$ cat config.mk
export PLATFORM = sky130hd
export DESIGN_NAME = lcd_init_seq
export DESIGN_NICKNAME = d
export VERILOG_FILES = /design/src/rtl/lcd_seq_pkg.sv /design/src/rtl/lcd_text_rom.sv /design/src/rtl/lcd_nibble_xfer.sv /design/src/rtl/lcd_init_seq.sv
export SDC_FILE = /design/constraint.sdc
export NUM_CORES = 1
export LEC_CHECK = 0
export BUFFER_PORTS_ARGS = -buffer_cell sky130_fd_sc_hd__buf_2
export CAP_MARGIN = 10
export CORE_MARGIN = 10
export CORE_UTILIZATION = 47
export DETAILED_ROUTE_END_ITERATION = 10
export PLACE_DENSITY = 0.62
export SLEW_MARGIN = 20
export SYNTH_ARGS = -nofsm -noshare
export SYNTH_HDL_FRONTEND = slang
export SYNTH_HIERARCHICAL = 1
export SYNTH_SLANG_ARGS = --single-unit
$ cat constraint.sdc
create_clock -name clk_i -period 5.2 [get_ports clk_i]
set_input_delay 0.52 -clock clk_i [delete_from_list [all_inputs] [get_ports clk_i]]
set_output_delay 0.52 -clock clk_i [all_outputs]
set_load 0.01 [all_outputs]
$ cat src/rtl/lcd_seq_pkg.sv
package lcd_seq_pkg;

  typedef enum logic [2:0] {
    S_PRE, S_CFG, S_ADDR, S_TEXT, S_IDLE, S_PWR
  } seq_st_e;

  typedef enum logic [2:0] {
    X_IDLE, X_HI, X_GAP, X_LO, X_SETTLE, X_POLL
  } xfer_st_e;

  typedef struct packed {
    logic       rs;
    logic       single;     // lone high nibble, no busy poll
    logic       long_wait;  // lone nibble followed by the long wait
    logic [7:0] data;
  } xfer_req_t;

  localparam logic [7:0] CMD_DDRAM    = 8'h80;
  localparam logic [7:0] CMD_DISP_OFF = 8'h08;
  localparam logic [7:0] CMD_DISP_ON  = 8'h0C;
  localparam int         NUM_PRE      = 4;
  localparam int         NUM_CFG      = 5;

  function automatic logic [3:0] pre_nib(logic [1:0] i);
    return (i == 2'd3) ? 4'h2 : 4'h3;
  endfunction

  function automatic logic [7:0] cfg_byte(logic [2:0] i);
    case (i)
      3'd0:    return 8'h28;
      3'd1:    return 8'h0C;
      3'd2:    return 8'h06;
      3'd3:    return 8'h01;
      default: return 8'h02;
    endcase
  endfunction

endpackage

$ cat src/rtl/lcd_text_rom.sv
module lcd_text_rom #(
  parameter int                     TEXT_BYTES = 16,
  parameter logic [8*TEXT_BYTES-1:0] TEXT0     = "HELLO",
  parameter logic [8*TEXT_BYTES-1:0] TEXT1     = "WORLD",
  parameter int                     IW         = 6
) (
  input  logic          line_i,
  input  logic [IW-1:0] idx_i,
  output logic [7:0]    chr_o
);

  // string literals are right-justified; skip the zero padding on top
  function automatic int lead_zero(logic [8*TEXT_BYTES-1:0] t);
    int  n;
    bit  hit;
    n   = 0;
    hit = 1'b0;
    for (int i = TEXT_BYTES - 1; i >= 0; i--) begin
      if (t[8*i +: 8] != 8'h00) hit = 1'b1;
      if (!hit) n++;
    end
    return n;
  endfunction

  logic [1:0][7:0] line_chr;

  for (genvar g = 0; g < 2; g++) begin : g_line
    localparam logic [8*TEXT_BYTES-1:0] TXT  = (g == 0) ? TEXT0 : TEXT1;
    localparam int                      LEAD = lead_zero(TXT);
    always_comb begin
      int pos;
      pos         = int'(idx_i) + LEAD;
      line_chr[g] = 8'h00;
      if (pos < TEXT_BYTES) line_chr[g] = TXT[8*(TEXT_BYTES-1-pos) +: 8];
    end
  end

  assign chr_o = line_chr[line_i];

endmodule

$ cat src/rtl/lcd_nibble_xfer.sv
module lcd_nibble_xfer
  import lcd_seq_pkg::*;
#(
  parameter int CLK_HZ    = 50_000_000,
  parameter int MAX_RETRY = 50
) (
  input  logic      clk_i,
  input  logic      rst_ni,
  input  logic      start_i,
  input  xfer_req_t req_i,
  output logic      done_o,
  output logic      tmo_o,
  output logic      wr_o,
  output logic      rs_o,
  output logic [3:0] nib_o,
  input  logic      wr_done_i,
  output logic      rd_o,
  input  logic      rd_done_i,
  input  logic      rd_busy_i
);

  localparam int CYC_US    = (CLK_HZ / 1_000_000 < 1) ? 1 : CLK_HZ / 1_000_000;
  localparam int LONG_CYC  = 5000 * CYC_US;
  localparam int SHORT_CYC = 100 * CYC_US;
  localparam int GAP_CYC   = 10 * CYC_US;
  localparam int CW        = $clog2(LONG_CYC + 1);
  localparam int RW        = (MAX_RETRY < 1) ? 1 : $clog2(MAX_RETRY + 1);

  xfer_st_e  st_q;
  xfer_req_t req_q;
  logic [CW-1:0] cnt_q;
  logic [RW-1:0] try_q;

  always_ff @(posedge clk_i or negedge rst_ni) begin
    if (!rst_ni) begin
      st_q   <= X_IDLE;
      req_q  <= '0;
      cnt_q  <= '0;
      try_q  <= '0;
      done_o <= 1'b0;
      tmo_o  <= 1'b0;
    end else begin
      done_o <= 1'b0;
      tmo_o  <= 1'b0;
      case (st_q)
        X_IDLE: if (start_i) begin
          req_q <= req_i;
          st_q  <= X_HI;
        end
        X_HI: if (wr_done_i) begin
          if (req_q.single) begin
            cnt_q <= req_q.long_wait ? CW'(LONG_CYC - 1) : CW'(SHORT_CYC - 1);
            st_q  <= X_SETTLE;
          end else begin
            cnt_q <= CW'(GAP_CYC - 1);
            st_q  <= X_GAP;
          end
        end
        X_GAP: begin
          if (cnt_q == '0) st_q <= X_LO;
          else             cnt_q <= cnt_q - CW'(1);
        end
        X_LO: if (wr_done_i) begin
          cnt_q <= CW'(SHORT_CYC - 1);
          st_q  <= X_SETTLE;
        end
        X_SETTLE: begin
          if (cnt_q != '0) begin
            cnt_q <= cnt_q - CW'(1);
          end else if (req_q.single) begin
            done_o <= 1'b1;
            st_q   <= X_IDLE;
          end else begin
            try_q <= '0;
            st_q  <= X_POLL;
          end
        end
        X_POLL: if (rd_done_i) begin
          if (!rd_busy_i) begin
            done_o <= 1'b1;
            st_q   <= X_IDLE;
          end else if (try_q == RW'(MAX_RETRY)) begin
            done_o <= 1'b1;
            tmo_o  <= 1'b1;
            st_q   <= X_IDLE;
          end else begin
            try_q <= try_q + RW'(1);
          end
        end
        default: st_q <= X_IDLE;
      endcase
    end
  end

  assign wr_o  = (st_q == X_HI) || (st_q == X_LO);
  assign nib_o = (st_q == X_LO) ? req_q.data[3:0] : req_q.data[7:4];
  assign rs_o  = req_q.rs;
  assign rd_o  = (st_q == X_POLL);

endmodule

$ cat src/rtl/lcd_init_seq.sv
module lcd_init_seq
  import lcd_seq_pkg::*;
#(
  parameter int                      CLK_HZ     = 50_000_000,
  parameter int                      MAX_RETRY  = 50,
  parameter int                      LINE_CHARS = 40,
  parameter logic [6:0]              LINE1_ADDR = 7'h28,
  parameter int                      TEXT_BYTES = 16,
  parameter logic [8*TEXT_BYTES-1:0] TEXT0      = "HELLO",
  parameter logic [8*TEXT_BYTES-1:0] TEXT1      = "WORLD"
) (
  input  logic       clk_i,
  input  logic       rst_ni,
  input  logic       sleep_req_i,
  input  logic       wake_req_i,
  output logic       lcd_wr_o,
  output logic       lcd_rs_o,
  output logic [3:0] lcd_nib_o,
  input  logic       lcd_wr_done_i,
  output logic       lcd_rd_o,
  input  logic       lcd_rd_done_i,
  input  logic [7:0] lcd_rd_data_i,
  output logic       done_o,
  output logic       timeout_o
);

  localparam int IW = ($clog2(LINE_CHARS + 1) < 3) ? 3 : $clog2(LINE_CHARS + 1);

  seq_st_e       st_q;
  logic [IW-1:0] idx_q;
  logic          line_q, wait_q, pend_q, pend_on_q, done_q, tmo_q;
  logic          go, xfer_done, xfer_tmo, text_end;
  xfer_req_t     req;
  logic [7:0]    chr;
  logic          unused_rd;

  assign unused_rd = ^lcd_rd_data_i[6:0];

  lcd_text_rom #(
    .TEXT_BYTES(TEXT_BYTES), .TEXT0(TEXT0), .TEXT1(TEXT1), .IW(IW)
  ) u_rom (
    .line_i(line_q), .idx_i(idx_q), .chr_o(chr)
  );

  assign text_end = (chr == 8'h00) || (idx_q == IW'(LINE_CHARS));

  always_comb begin
    req = '0;
    go  = 1'b0;
    case (st_q)
      S_PRE: begin
        req.single    = 1'b1;
        req.long_wait = (idx_q == '0);
        req.data      = {pre_nib(idx_q[1:0]), 4'h0};
        go            = !wait_q;
      end
      S_CFG: begin
        req.data = cfg_byte(idx_q[2:0]);
        go       = !wait_q;
      end
      S_ADDR: begin
        req.data = CMD_DDRAM | {1'b0, line_q ? LINE1_ADDR : 7'h00};
        go       = !wait_q;
      end
      S_TEXT: begin
        req.rs   = 1'b1;
        req.data = chr;
        go       = !wait_q && !text_end;
      end
      S_IDLE: begin
        req.data = pend_on_q ? CMD_DISP_ON : CMD_DISP_OFF;
        go       = pend_q;
      end
      default: ;
    endcase
  end

  always_ff @(posedge clk_i or negedge rst_ni) begin
    if (!rst_ni) begin
      st_q      <= S_PRE;
      idx_q     <= '0;
      line_q    <= 1'b0;
      wait_q    <= 1'b0;
      pend_q    <= 1'b0;
      pend_on_q <= 1'b0;
      done_q    <= 1'b0;
      tmo_q     <= 1'b0;
    end else begin
      done_q <= 1'b0;
      if (xfer_tmo) tmo_q <= 1'b1;
      if (go)       wait_q <= 1'b1;
      case (st_q)
        S_PRE: if (xfer_done) begin
          wait_q <= 1'b0;
          if (idx_q == IW'(NUM_PRE - 1)) begin
            st_q  <= S_CFG;
            idx_q <= '0;
          end else idx_q <= idx_q + IW'(1);
        end
        S_CFG: if (xfer_done) begin
          wait_q <= 1'b0;
          if (idx_q == IW'(NUM_CFG - 1)) begin
            st_q   <= S_ADDR;
            idx_q  <= '0;
            line_q <= 1'b0;
          end else idx_q <= idx_q + IW'(1);
        end
        S_ADDR: if (xfer_done) begin
          wait_q <= 1'b0;
          idx_q  <= '0;
          st_q   <= S_TEXT;
        end
        S_TEXT: begin
          if (xfer_done) begin
            wait_q <= 1'b0;
            idx_q  <= idx_q + IW'(1);
          end else if (!wait_q && text_end) begin
            if (line_q) begin
              st_q   <= S_IDLE;
              done_q <= 1'b1;
            end else begin
              line_q <= 1'b1;
              st_q   <= S_ADDR;
            end
          end
        end
        S_IDLE: if (pend_q) begin
          pend_q <= 1'b0;
          st_q   <= S_PWR;
        end
        S_PWR: if (xfer_done) begin
          wait_q <= 1'b0;
          st_q   <= S_IDLE;
        end
        default: st_q <= S_IDLE;
      endcase
      // power requests only after init; latest one wins
      if (st_q == S_IDLE || st_q == S_PWR) begin
        if (sleep_req_i) begin
          pend_q    <= 1'b1;
          pend_on_q <= 1'b0;
        end
        if (wake_req_i) begin
          pend_q    <= 1'b1;
          pend_on_q <= 1'b1;
        end
      end
    end
  end

  lcd_nibble_xfer #(
    .CLK_HZ(CLK_HZ), .MAX_RETRY(MAX_RETRY)
  ) u_xfer (
    .clk_i    (clk_i),
    .rst_ni   (rst_ni),
    .start_i  (go),
    .req_i    (req),
    .done_o   (xfer_done),
    .tmo_o    (xfer_tmo),
    .wr_o     (lcd_wr_o),
    .rs_o     (lcd_rs_o),
    .nib_o    (lcd_nib_o),
    .wr_done_i(lcd_wr_done_i),
    .rd_o     (lcd_rd_o),
    .rd_done_i(lcd_rd_done_i),
    .rd_busy_i(lcd_rd_data_i[7])
  );

  assign done_o    = done_q;
  assign timeout_o = tmo_q;

endmodule

# After elaboration in Yosys (flattened, before gate mapping)
# Index checks and enable logic that the tools add are counted.
# W data, S select, Z words.
dict set report totals {
  register_bits 55
  latchBits 0
  ramBits 0
  mem_bits_ro 0
  output_inout_bits 9
  word_cells 177
  memories 0
}
dict set report classes {
  add_sub_neg 5
  mul 0
  n_div 0
  order_cmp 2
  n_eq_ne 40
  shift 2
  n_mux 82
  bitwise_logic 0
  reduce_logical 29
}
# cell n
set op_table {}
lappend op_table {{$shiftx A128 B32 Y8 const A} 2}
lappend op_table {{$mux W18} 6}
lappend op_table {{$mux W6} 12}
lappend op_table {{$pmux W18 S4} 1}
lappend op_table {{$mux W3} 21}
lappend op_table {{$pmux W6 S4} 2}
lappend op_table {{$pmux W8 S5} 1}
lappend op_table {{$pmux W3 S6} 2}
lappend op_table {{$mux W8} 4}
lappend op_table {{$mux W1} 27}
lappend op_table {{$ne A2 B2 Y1 const B} 12}
lappend op_table {{$eq A3 B2 Y1 const B} 6}
lappend op_table {{$logic_not A18 Y1} 1}
lappend op_table {{$ne A2 B1 Y1 const B} 9}
lappend op_table {{$reduce_bool A18 Y1} 1}
lappend op_table {{$sub A18 B1 Y18 const B} 1}
lappend op_table {{$reduce_and A5 Y1} 3}
lappend op_table {{$add A6 B1 Y6 const B} 2}
lappend op_table {{$eq A3 B3 Y1 const B} 4}
lappend op_table {{$eq A6 B6 Y1 const B} 2}
lappend op_table {{$pmux W6 S2} 1}
lappend op_table {{$eq A3 B1 Y1 const B} 3}
lappend op_table {{$logic_not A3 Y1} 3}
lappend op_table {{$reduce_and A9 Y1} 1}
lappend op_table {{other kinds (24)} 33}

# Logic depth before layout (Yosys ltp)
dict set report logic_depth {
  word_depth 14
  mapped_depth 16
  depth_no_buf 15
}

# Hierarchy
# Netlist, hierarchy kept.
# mod instances cells_each area_each_um2
set modules_own_cells {}
lappend modules_own_cells {lcd_nibble_xfer 1 226 2235.9}
lappend modules_own_cells {lcd_init_seq 1 135 1188.6}
lappend modules_own_cells {lcd_text_rom 1 51 385.4}

# Worst setup path before layout
# OpenSTA, ideal clock, no wires.
dict set report synth_timing {
  path_type {register to register}
  from {reg idx_q[0]}
  to {reg u_xfer/req_q[0] (netlist bit)}
  setup_time_ns 0.125
  arrival_ns 3.648
  slack_ns 1.427
  stages_incl_launch_ff 13
  n_path_buf 1
  path_cell_list {dfrtp_1 -> inv_1 -> ha_1 -> or4b_1 -> o21ai_2 -> o21ai_1 -> o32ai_2 -> nor4_1 -> a22oi_1 -> o21a_1 -> nor4b_1 -> clkbuf_1 -> mux2_2}
}
dict set report synth_via {
  elab_chain_cells 12
}
# item line_no
set synth_lines {}
lappend synth_lines {{from (decl)} lcd_init_seq.sv:30} ;# logic [IW-1:0] idx_q;
lappend synth_lines {{from (signal assigned)} lcd_init_seq.sv:98} ;# end else idx_q <= idx_q + IW'(1);
lappend synth_lines {{from (signal assigned)} lcd_init_seq.sv:106} ;# end else idx_q <= idx_q + IW'(1);
lappend synth_lines {{from (signal assigned)} lcd_init_seq.sv:116} ;# idx_q <= idx_q + IW'(1);
lappend synth_lines {{$add A6 B4 Y7 (*)} lcd_text_rom.sv:32} ;# pos = int'(idx_i) + LEAD;
lappend synth_lines {{$sub A4 B7 Y8} lcd_text_rom.sv:34} ;# if (pos < TEXT_BYTES) line_chr[g] = TXT[8*(TEXT_BYTES-1-pos) +: 8];
lappend synth_lines {{$shiftx A128 B32 Y8} lcd_text_rom.sv:34}
lappend synth_lines {{$mux W8} lcd_text_rom.sv:34}
lappend synth_lines {{$mux W8 (not written as such) (*) (2 in a row)} lcd_text_rom.sv:38} ;# assign chr_o = line_chr[line_i];
lappend synth_lines {{via chr[1]} lcd_init_seq.sv:34} ;# logic [7:0] chr;
lappend synth_lines {{$logic_not A8 Y1 (*)} lcd_init_seq.sv:45} ;# assign text_end = (chr == 8'h00) || (idx_q == IW'(LINE_CHARS));
lappend synth_lines {{$logic_or A1 B1 Y1 (*)} lcd_init_seq.sv:45}
lappend synth_lines {{$logic_not A1 Y1 (*)} lcd_init_seq.sv:68} ;# go = !wait_q && !text_end;
lappend synth_lines {{$logic_and A1 B1 Y1 (*)} lcd_init_seq.sv:68}
lappend synth_lines {{$pmux W1 S3 (*)} lcd_init_seq.sv:50} ;# case (st_q)
lappend synth_lines {{via go} lcd_init_seq.sv:32} ;# logic go, xfer_done, xfer_tmo, text_end;
lappend synth_lines {{$reduce_and A2 Y1 (no source line) (*)} --}
lappend synth_lines {{to (signal assigned)} lcd_nibble_xfer.sv:47} ;# req_q <= req_i;
lappend synth_lines {{to (decl)} lcd_nibble_xfer.sv:30} ;# xfer_req_t req_q;
# The timed path passes the listed nets; every way through them passes the cells marked *. The select of a mux whose other input is x is not followed.
# A chain may end at the register's enable or synchronous reset.

# Final worst setup path
dict set report layout_timing {
  from {reg idx_q[0]}
  to {reg u_xfer.st_q[2]}
}
dict set report layout_via {
  elab_chain_cells 13
}
# item line_no
set layout_lines {}
lappend layout_lines {{$add A6 B4 Y7 (*)} lcd_text_rom.sv:32}
lappend layout_lines {{$sub A4 B7 Y8} lcd_text_rom.sv:34}
lappend layout_lines {{$shiftx A128 B32 Y8} lcd_text_rom.sv:34}
lappend layout_lines {{$mux W8} lcd_text_rom.sv:34}
lappend layout_lines {{$mux W8 (not written as such) (*) (2 in a row)} lcd_text_rom.sv:38}
lappend layout_lines {{via chr[2]} lcd_init_seq.sv:34}
lappend layout_lines {{$logic_not A8 Y1 (*)} lcd_init_seq.sv:45}
lappend layout_lines {{$logic_or A1 B1 Y1 (*)} lcd_init_seq.sv:45}
lappend layout_lines {{$logic_not A1 Y1 (*)} lcd_init_seq.sv:68}
lappend layout_lines {{$logic_and A1 B1 Y1 (*)} lcd_init_seq.sv:68}
lappend layout_lines {{$pmux W1 S3 (*)} lcd_init_seq.sv:50}
lappend layout_lines {{via go} lcd_init_seq.sv:32}
lappend layout_lines {{$ne A2 B2 Y1 (no source line) (*)} --}
lappend layout_lines {{$reduce_and A7 Y1 (no source line) (*)} --}
lappend layout_lines {{to (signal assigned)} lcd_nibble_xfer.sv:81} ;# st_q <= X_IDLE;
lappend layout_lines {{to (signal assigned)} lcd_nibble_xfer.sv:85} ;# st_q <= X_IDLE;
lappend layout_lines {{to (signal assigned)} lcd_nibble_xfer.sv:90} ;# default: st_q <= X_IDLE;
lappend layout_lines {{to (decl)} lcd_nibble_xfer.sv:29} ;# xfer_st_e st_q;
# Marked as above.

==> impl_metrics.env <==
export IMPL_setup_viol=0
export IMPL_maxCapViolations=0
export IMPL_ios=23
export IMPL_fin_util=0.512
export IMPL_period_share=0.831
export IMPL_io_buffers=15
export IMPL_arrival_ns=4.54
export IMPL_cp_required_ns=5.41
export IMPL_cts_buffers=5
export IMPL_syn_area_per_cell_sq_um=9.25
export IMPL_endpoint_kind="flip-flop"
export IMPL_cts_tree="built"
export IMPL_dieHeight_um=110
export IMPL_num_rows=32
export IMPL_netlist_area_leader_share=0.361
export IMPL_gp_congestion=0.835
export IMPL_synth_cell_types=80
export IMPL_crit_top_cell="a21oi_1"
export IMPL_clk_insertion_delay_late_ns=0.31
export IMPL_grt_max_degree=56
export IMPL_first_pass_iters=4
export IMPL_drive_above_1_share=0.150
export IMPL_switching_share=0.449
export IMPL_synth_area_leaders="dfrtp_1 36%, mux2_2 4.7%, nor2_1 3.4%"
export IMPL_whs_ns=0.335
export IMPL_fillCellCount=728
export IMPL_peakVddDrop_uv=254
export IMPL_yosysSeqAreaShare=0.361
export IMPL_htreeDepth=2
export IMPL_path_delay_family="compound AO/OA/AOI/OAI gates"
export IMPL_coreArea_sq_um=7810
export IMPL_criticalPathCategory="flip-flop to flip-flop"
export IMPL_vias=3160
export IMPL_wl_per_cell_um=17.0
export IMPL_dp_hpwl_um=6150
export IMPL_startpoint_type="flip-flop"
export IMPL_grt_pass1_vias=2926
export IMPL_worst_pin_slew_ns=0.934
export IMPL_route_met3_wl_um=358
export IMPL_hold_path_class="input port to asynchronous set/reset pin"
export IMPL_met1_length_um=4640
export IMPL_yosysWarnings=6
export IMPL_seqCellArea_sq_um=1380
export IMPL_yosys_most_used_dff="dfrtp_1"
export IMPL_powerDensity_nw_per_um2=507
export IMPL_multi_input_area_sq_um=2250
export IMPL_p_comb_frac=0.505
export IMPL_die_w_um=110
export IMPL_finalMaxSlewViolations=0
export IMPL_outcome="complete, no violations"
export IMPL_cts_resized=0
export IMPL_clock_sinks=55
export IMPL_syn2layout_area_growth_pct=4.96
export IMPL_grt_ovfl_total=0
export IMPL_yosysMostFrequentCell="dfrtp_1"
export IMPL_fin_setup_tns_ns=0
export IMPL_fin_skew_ns=0.0192
export IMPL_initial_utilization=0.488
export IMPL_viasPerCell=6.12
export IMPL_drc=0
export IMPL_critPathLaunch="idx_q[0]$_DFFE_PN0P_"
export IMPL_seqPwrFrac=0.370
export IMPL_drt_iter0_markers=276
export IMPL_route_antenna_remaining_nets=0
export IMPL_clockPowerShare=0.125
export IMPL_gr_usage_all_layers=0.150
export IMPL_p_sw_uw=909
export IMPL_grt_pass1_wl_um=14900
export IMPL_p_leak_nw=1.67
export IMPL_pre_cts_ws_ns=0.945
export IMPL_synth_seq_cells=55
export IMPL_cts_root_buf="clkbuf_8"
export IMPL_cpPeakStageDelay_ns=0.61
export IMPL_diodes=0
export IMPL_wl_met2_um=3680
export IMPL_fin_nets=436
export IMPL_max_slew_margin=0.378
export IMPL_totalPowerFinal_mw=2.03
export IMPL_layout_setup_ws_ns=0.878
export IMPL_post_cts_buffers=0
export IMPL_yosys_area_top_type="dfrtp_1"
export IMPL_wl_um=8750
export IMPL_syn_area_sq_um=3810
export IMPL_postSynth_asyncResetShare=1.00
export IMPL_fmax_mhz=231
export IMPL_p_int_mw=1.12
export IMPL_clkTransAtPathRegs_ns=0.11
export IMPL_synthTopCellsByCount="55 x dfrtp_1, 35 x nor2_1, 31 x nand2_1, 21 x a21oi_1, 20 x o21ai_0"
export IMPL_highest_layer="met4"
export IMPL_path_max_fanout=12
export IMPL_antenna_found_initial=0
export IMPL_finalCriticalPeriod_ns=4.32
export IMPL_critPathBufInv=1
export IMPL_cp_cell_sequence="inv_1 > ha_1 > or4b_1 > o21ai_2 > o21ai_0 > a21oi_1 > nor4_1 > a22oi_1 > o21a_1 > or3_1 > a21oi_1 > a311oi_1 > o31ai_1 > a21o_1"
export IMPL_synth_edf_count=0
export IMPL_hold_viol=0
export IMPL_synthCells=412
export IMPL_clock_path_buffers=2
export IMPL_hold_buffers=0
export IMPL_rsz0062_at_grt="no"
export IMPL_reg2reg_from="idx_q[0]$_DFFE_PN0P_"
export IMPL_dieArea_sq_um=12100
export IMPL_cp_slowest_cell="dfrtp_1"
per-layer routing:
layer	up-vias	GRT usage
met5	-	0
met4	0	0.0325
met3	8	0.0267
met2	65	0.210
met1	1529	0.232
li1	1558	-
stage by stage:
| step | instance area (sq um) | std cells |
|---|---|---|
| global placement | 3900 | 508 |
| detailed placement | 3900 | 508 |
| floorplan | 3810 | 413 |
| global route | 4000 | 516 |
| CTS | 4000 | 516 |
| finish | 4000 | 516 |
placed cells by master (no fill, tap or decap), types with 3 or more instances in the layout:
cell / Yosys / routed
a211o_1: 3 / 3
a21o_1: 6 / 6
a21oi_1: 21 / 21
a31oi_1: 5 / 5
a32oi_1: 5 / 5
and2_1: 3 / 3
and3_1: 4 / 4
buf_2: 8 / 15
clkbuf_8: 0 / 6
dfrtp_1: 55 / 55
ha_1: 9 / 9
inv_1: 16 / 16
mux2_2: 16 / 16
mux2i_1: 4 / 4
nand2_1: 31 / 31
nand2b_1: 9 / 9
nand3_1: 9 / 9
nor2_1: 35 / 35
nor2b_1: 10 / 10
nor3_1: 10 / 10
nor4_1: 7 / 7
o211a_1: 3 / 3
o21a_1: 3 / 3
o21ai_0: 20 / 20
o22a_1: 8 / 8
o22ai_1: 6 / 6
o311ai_0: 4 / 4
o31ai_1: 7 / 7
o41ai_1: 3 / 3
or3_1: 5 / 5
or4_1: 5 / 5
xnor2_1: 4 / 4
worst paths after layout:
kind                                          endpoint  depth (start not counted)  slack [ns]
hold / removal                     st_q[1]$_DFFE_PN0P_                          2        0.33
hold reg to reg                  timeout_o$_DFFE_PN0P_                          1        0.47
setup reg to reg            u_xfer/st_q[2]$_DFFE_PN0P_                         14        0.88
max in group asynchronous  u_xfer/req_q[6]$_DFFE_PN0P_                          2        4.37
min in group clk_i                    pend_q$_DFF_PN0_                          3        0.44
setup / recovery            u_xfer/st_q[2]$_DFFE_PN0P_                         14        0.88
power by group through the flow:
stage               registers [mW]  clock network (mW)  logic, mW
CTS                          0.747               0.264       1.02
floorplan                    0.656                   0      0.885
global placement             0.750                   0      0.995
detailed placement           0.756                   0       1.01
global route                 0.777               0.280       1.14
finish                       0.750               0.253       1.02
worst register-to-register path: cells and delay by family, from the launching register on:
kind	cells	cell delay, ns
fa+ha+maj	1	0.49
buf+inv	1	0.17
simple gates	3	0.79
compound gates	9	2.19
flops	1	0.61
final cells by class:
| type | count | share of cell area |
|---|---|---|
| multi-input cells | 318 | 0.563 |
| flip-flops and latches | 55 | 0.344 |
| well taps | 102 | 0.0319 |
| repair buffers | 17 | 0.0225 |
| clock buffers | 7 | 0.0216 |
| inverters | 16 | 0.0150 |
| clock inverters | 1 | 0.00219 |
flip-flops by register name, summed over array words and instances, names as in the netlist:
name           cells
u_xfer/cnt_q      18
u_xfer/req_q      10
idx_q              6
u_xfer/try_q       6
st_q               3
u_xfer/st_q        3
done_o             1
line_q             1
pend_on_q          1
pend_q             1
timeout_o          1
u_xfer/done_o      1
u_xfer/rs_o        1
u_xfer/tmo_o       1
wait_q             1
logic make-up after synthesis:
group | count (synthesis) | share of synthesized area
AOI/OAI and AO/OA | 127 | 0.255
xor gates and xnor gates | 6 | 0.0158
adders and majority gates | 9 | 0.0296
buffers and inverters | 40 | 0.0509
DFF | 55 | 0.361
muxes | 20 | 0.0578
other | 1 | 0.000984
and+or+nand+nor | 154 | 0.229
(Power assumes the default switching activity.)
